$ cat src/rtl/zt_sram_pkg.sv
package zt_sram_pkg;
    parameter int ADDR_W  = 6;
    parameter int BYTE_W  = 8;
    parameter int BYTES   = 2;
    parameter int DATA_W  = BYTES * BYTE_W;
    parameter int DEPTH   = 1 << ADDR_W;
    parameter int BURST_W = 2;

    typedef struct packed {
        logic              valid;
        logic              wr;
        logic [ADDR_W-1:0] addr;
        logic [BYTES-1:0]  be_n;
    } cmd_t;

    // low address bits of a burst access: linear add or interleaved xor
    function automatic logic [BURST_W-1:0] burst_lo(
        input logic [BURST_W-1:0] start,
        input logic [BURST_W-1:0] step,
        input logic               interleave
    );
        return interleave ? (start ^ step) : BURST_W'(start + step);
    endfunction
endpackage

$ cat src/rtl/zt_burst_gen.sv
module zt_burst_gen
    import zt_sram_pkg::*;
(
    input  logic              clk,
    input  logic              rst,
    input  logic              en,
    input  logic              ce_n,
    input  logic              we_n,
    input  logic              adv_ld,
    input  logic              burst_mode,
    input  logic [ADDR_W-1:0] addr,
    input  logic [BYTES-1:0]  byte_we_n,
    output cmd_t              cmd
);
    logic               active;
    logic               wr_q;
    logic               mode_q;
    logic [ADDR_W-1:0]  base_q;
    logic [BURST_W-1:0] step_q;
    logic [BYTES-1:0]   be_q;

    always_ff @(posedge clk) begin
        if (rst) begin
            active <= 1'b0;
            wr_q   <= 1'b0;
            mode_q <= 1'b0;
            base_q <= '0;
            step_q <= '0;
            be_q   <= '1;
        end else if (en) begin
            be_q <= byte_we_n;
            if (!adv_ld) begin
                if (ce_n) begin
                    active <= 1'b0;
                end else begin
                    active <= 1'b1;
                    wr_q   <= !we_n;
                    mode_q <= burst_mode;
                    base_q <= addr;
                    step_q <= '0;
                end
            end else if (active) begin
                step_q <= step_q + 1'b1;
            end
        end
    end

    always_comb begin
        cmd.valid = active;
        cmd.wr    = wr_q;
        cmd.addr  = {base_q[ADDR_W-1:BURST_W],
                     burst_lo(base_q[BURST_W-1:0], step_q, mode_q)};
        cmd.be_n  = be_q;
    end


    burst_hold_chk: assert property (@(posedge clk) disable iff (rst)
        (en && adv_ld && active) |=>
            (active && wr_q == $past(wr_q) &&
             cmd.addr[ADDR_W-1:BURST_W] == $past(cmd.addr[ADDR_W-1:BURST_W])));


    linear_step_chk: assert property (@(posedge clk) disable iff (rst)
        (en && adv_ld && active && !mode_q) |=>
            (cmd.addr[BURST_W-1:0] == BURST_W'($past(cmd.addr[BURST_W-1:0]) + 1'b1)));


    desel_chk: assert property (@(posedge clk) disable iff (rst)
        (en && !adv_ld && ce_n) |=> !cmd.valid);


    cont_desel_chk: assert property (@(posedge clk) disable iff (rst)
        (en && adv_ld && !active) |=> !cmd.valid);
endmodule

$ cat src/rtl/zt_sram_store.sv
module zt_sram_store
    import zt_sram_pkg::*;
(
    input  logic              clk,
    input  logic              rst,
    input  logic              en,
    input  logic              rd_en,
    input  logic [ADDR_W-1:0] rd_addr,
    input  cmd_t              wr_cmd,
    input  logic [DATA_W-1:0] wdata,
    output logic [DATA_W-1:0] rdata
);
    logic [DATA_W-1:0] mem [DEPTH];
    logic [DATA_W-1:0] fwd;
    logic              hit;
    logic              commit;

    assign commit = wr_cmd.valid && wr_cmd.wr;
    assign hit    = commit && (wr_cmd.addr == rd_addr);

    // per-byte merge of the write in its data slot with stored contents
    for (genvar b = 0; b < BYTES; b++) begin : g_merge
        assign fwd[b*BYTE_W +: BYTE_W] = (hit && !wr_cmd.be_n[b])
                                       ? wdata[b*BYTE_W +: BYTE_W]
                                       : mem[rd_addr][b*BYTE_W +: BYTE_W];
    end

    always_ff @(posedge clk) begin
        if (rst) begin
            for (int i = 0; i < DEPTH; i++) mem[i] <= '0;
            rdata <= '0;
        end else if (en) begin
            if (commit) begin
                for (int b = 0; b < BYTES; b++) begin
                    if (!wr_cmd.be_n[b])
                        mem[wr_cmd.addr][b*BYTE_W +: BYTE_W] <= wdata[b*BYTE_W +: BYTE_W];
                end
            end
            if (rd_en) rdata <= fwd;
        end
    end


    byte_commit_chk: assert property (@(posedge clk) disable iff (rst)
        (en && commit && wr_cmd.be_n == '0) |=>
            (mem[$past(wr_cmd.addr)] == $past(wdata)));
endmodule

$ cat src/rtl/zt_sram_core.sv
module zt_sram_core
    import zt_sram_pkg::*;
(
    input  logic              clk,
    input  logic              rst,
    input  logic              clk_en_n,
    input  logic              ce_n,
    input  logic              we_n,
    input  logic              adv_ld,
    input  logic              burst_mode,
    input  logic [BYTES-1:0]  byte_we_n,
    input  logic [ADDR_W-1:0] addr,
    input  logic [DATA_W-1:0] wdata,
    input  logic              oe_n,
    output logic [DATA_W-1:0] rdata,
    output logic              dq_oe
);
    logic en;
    cmd_t s1;
    cmd_t s2;

    assign en = !clk_en_n;

    zt_burst_gen u_gen (
        .clk        (clk),
        .rst        (rst),
        .en         (en),
        .ce_n       (ce_n),
        .we_n       (we_n),
        .adv_ld     (adv_ld),
        .burst_mode (burst_mode),
        .addr       (addr),
        .byte_we_n  (byte_we_n),
        .cmd        (s1)
    );

    // data-slot stage: the command whose data is on the bus now
    always_ff @(posedge clk) begin
        if (rst)     s2 <= '0;
        else if (en) s2 <= s1;
    end

    zt_sram_store u_store (
        .clk     (clk),
        .rst     (rst),
        .en      (en),
        .rd_en   (s1.valid && !s1.wr),
        .rd_addr (s1.addr),
        .wr_cmd  (s2),
        .wdata   (wdata),
        .rdata   (rdata)
    );

    assign dq_oe = s2.valid && !s2.wr && !oe_n;


    freeze_hold_chk: assert property (@(posedge clk) disable iff (rst)
        clk_en_n |=> ($stable(rdata) && $stable(s2)));


    wr_phase_mask_chk: assert property (@(posedge clk) disable iff (rst)
        (!clk_en_n && !adv_ld && !ce_n && !we_n ##1 !clk_en_n) |=> !dq_oe);


    desel_float_chk: assert property (@(posedge clk) disable iff (rst)
        (!clk_en_n && !adv_ld && ce_n ##1 !clk_en_n) |=> !dq_oe);
endmodule

$ cat config.mk
export PLATFORM = sky130hd
export DESIGN_NAME = zt_sram_core
export DESIGN_NICKNAME = d
export VERILOG_FILES = /design/src/rtl/zt_sram_pkg.sv /design/src/rtl/zt_burst_gen.sv /design/src/rtl/zt_sram_store.sv /design/src/rtl/zt_sram_core.sv
export SDC_FILE = /design/constraint.sdc
export NUM_CORES = 2
export LEC_CHECK = 0
export CAP_MARGIN = 20
export CELL_PAD_IN_SITES_DETAIL_PLACEMENT = 0
export CELL_PAD_IN_SITES_GLOBAL_PLACEMENT = 1
export CORE_MARGIN = 2
export CORE_UTILIZATION = 55
export DETAILED_ROUTE_END_ITERATION = 10
export GPL_TIMING_DRIVEN = 0
export PLACE_DENSITY_LB_ADDON = 0.12
export SETUP_SLACK_MARGIN = 0.1
export SLEW_MARGIN = 40
export SYNTH_ARGS = -nofsm -noshare
export SYNTH_HDL_FRONTEND = slang
export SYNTH_SLANG_ARGS = --single-unit
export TNS_END_PERCENT = 30
$ cat constraint.sdc
create_clock -name clk -period 4.6 [get_ports clk]
set_clock_uncertainty 0.2 [all_clocks]
set_input_delay 0.69 -clock clk [delete_from_list [all_inputs] [get_ports clk]]
set_output_delay 0.69 -clock clk [all_outputs]
set_load 0.05 [all_outputs]
==> flow_summary.toml <==
[grt]
gr-total-overflow = 0
antenna_found_initial = 18
grt_pass1_wl_um = 287000
track_usage_pct = 43.4
grt_pass1_vias = 35507
grt_max_degree = 20

[cells_and_area]
finalNetCount = 4360
fill_cells = 7406
multiInputGateArea_um2 = 18900
drive_above_1_share_pct = 15.2
seqCellArea_um2 = 31500
design_area_um2 = 58100
final_cells = 5691
area_growth_pct = 12.4

[power]
power_frac_comb_pct = 7.9
leakagePower_uw = 0.0207
swShare_pct = 24.6
pwr-share-clk_pct = 41.8
power.net_switching_uw = 5390
seq_power_share_pct = 50.4
power_density_nw_per_um2 = 377
internal_power_uw = 16500
vdd_ir_drop_max_mv = 0.313

[place]
hpwl_um = 152000
io_buffers = 48
placed_cell_area_um2 = 54400
dp.cells = 5466
gp_congestion = 1.08

[floorplan]
dieHeight_um = 311
die-area_um2 = 96500
start_util_pct = 55.4
ios = 49
die_width_um = 311
core_area_um2 = 93300
rows = 112

[critical_path]
path_buf_inv = 5
critPathTopFamily = "buffers and inverters"
crit_type = "reg2reg"
path_max_fanout = 10
cp.required_ps = 5040
max_stage_delay_ps = 650
crit_slowest_cell = "buf_2"
critical_path.cell_chain = "clkbuf_1 -> buf_4 -> buf_2 -> buf_2 -> clkbuf_2 -> nor2_1 -> nor3_1 -> nor4_1 -> a211oi_1"
worst_path_most_repeated_cell = "buf_2"
cp_data_arrival_time_ps = 5100
cp-start-kind = "register"
cp-end-kind = "register"

[yosys]
synthCells = 4144
syn-num-nets = 4177
post-synth-top-count-cell = "and2_1"
synth_top_cell_area_share_pct = 59.4
ys_ff_latch = 1063
ys_types = 72
synthArstFlopShare_pct = 0
yosysSeqAreaShare_pct = 60.9
syn_area_um2 = 51700
synthTopCellsByArea = "edfxtp_1 59%, and2_1 12%, mux4_2 5.6%, mux2i_1 2.7%, nand2_1 2.4%"
syn_avg_cell_area_um2 = 12.5
synth_edf_count = 1024
yosys_warnings = 0
synthFlopType = "edfxtp_1"
synth_largest_area_cell = "edfxtp_1"
synth_common_cells = "1031 x and2_1, 1024 x edfxtp_1, 325 x nand2_1"

[routing]
wl_per_cell_um = 37.3
dr.first_iter.drc_count = 6797
wl_um = 212000
vias = 38511
viasPerCell = 6.77
first_pass_iters = 6
ant_nets = 0
drc = 0

[run]
cap_viol_max_count = 0

[sta]
slew_headroom_pct = 27.8
period_minus_slack_ps = 4660
hold_violations = 0
fmax_mhz = 215
tightest_slew_ps = 1080
setup_violations = 1
final.period_utilization_pct = 101
fin_ws_ps = -61.1
maxSlewViolCount = 0
rsz0062_at_grt = "true"

[clock_tree]
cts_hold_buf = 0
clkTransAtPathRegs_ps = 70
clockBufferDepth = 3
cts.sinks = 1063
post_cts.repair.setup_buffers = 0
cts_buffers = 111
clockRootBuffer = "clkbuf_16"
cts_resized = 16
clock_latency_ps = 740
htree_levels = 3
cts_tree = "yes"

[min_path]
min-delay-path-class = "reg2reg"

[run_status]
status = "finished with violations"
violations = "setup timing"
==> power groups by stage <==
| stage | sequential (uW) | combinational, uW | clock (uW) |
|---|---|---|---|
| finish | 11000 | 1720 | 9150 |
| floorplan | 11200 | 827 | 0 |
| CTS | 11000 | 1630 | 9060 |
| global route | 11100 | 1720 | 9390 |
| global placement | 11200 | 1580 | 0 |
| detailed placement | 11200 | 1620 | 0 |
==> stage by stage <==
stage               setup slack (ps)  util, %  TNS [ps]  hold slack [ps]  total power [uW]
floorplan                       1680        -         0              235             12000
detailed placement              -474     58.3     -3520              255             12900
global route                    80.0     62.3         0              286             22200
finish                         -61.1     62.3     -61.1              261             21900
global placement               -1270     57.6    -12600              247             12800
CTS                             19.9     62.1         0              264             21700
==> routing by layer <==
metal	vias to the layer above	global-route usage [%]	routed length, um
met3	755	15.8	32500
met4	16	31.7	18700
li1	15444	-	-
met5	-	0	117
met2	3320	60.0	86700
met1	18976	56.4	74000
==> worst paths after layout <==
path                                 startpoint          endpoint  slack [ps]  cells past startpoint
worst min register to register  u_gen.base_q[0]   u_gen.base_q[0]         260                      2
worst max-delay path            u_gen.base_q[2]  u_store.rdata[5]         -60                      9
worst min-delay path            u_gen.base_q[0]   u_gen.base_q[0]         260                      2
worst max register to register  u_gen.base_q[2]  u_store.rdata[5]         -60                      9
==> kinds of logic after synthesis <==
logic type | Yosys count | share of synthesized area (%)
adder cells (fa/ha/maj) | 1 | 0.0242
AND/OR/NAND/NOR | 2014 | 21.3
buffers and inverters | 333 | 2.72
AO/OA/AOI/OAI | 409 | 5.43
flip-flops | 1063 | 60.9
multiplexers | 314 | 9.31
XOR/XNOR | 10 | 0.225
==> placed cells by master (no fill, tap or decap), drive strengths merged, types with 20 or more instances in the layout <==
master / count
a311oi: 20
nand3: 40
edfxtp: 1024
clkinv: 49
nor3: 168
a211oi: 29
o22ai: 24
mux2i: 139
nor4: 45
clkdlybuf4s50: 48
clkbuf: 374
a31oi: 65
mux4: 129
dfxtp: 39
o211ai: 21
or2: 131
o21ai: 62
buf: 116
and2: 1035
nand2: 325
nor2: 215
a21oi: 66
mux2: 46
o31ai: 28
==> area by class of cell <==
cell class	instances	share of cell area, %
flip-flops and latches	1063	54.2
multi-input cells	2748	32.6
clock buffers	137	5.09
well taps	1254	2.70
plain buffers	329	2.62
repair buffers	72	1.65
clock inverters	69	1.07
diodes	17	0.0732
inverters	2	0.0129
==> sequential cells by signal, summed over array words and instances, names as in the netlist <==
register / cells
s2: 10
u_gen.active: 1
u_gen.base_q: 6
u_gen.be_q: 2
u_gen.mode_q: 1
u_gen.step_q: 2
u_gen.wr_q: 1
u_store.mem: 1024
u_store.rdata: 16
==> worst register-to-register path, cell delays in order (launching register included) <==
cell	delay, ps
dfxtp_1	310
clkbuf_1	450
buf_4	480
buf_2	660
buf_2	620
clkbuf_2	620
nor2_1	180
nor3_1	590
nor4_1	240
a211oi_1	230
No activity file was read; power rests on OpenSTA's default activity.
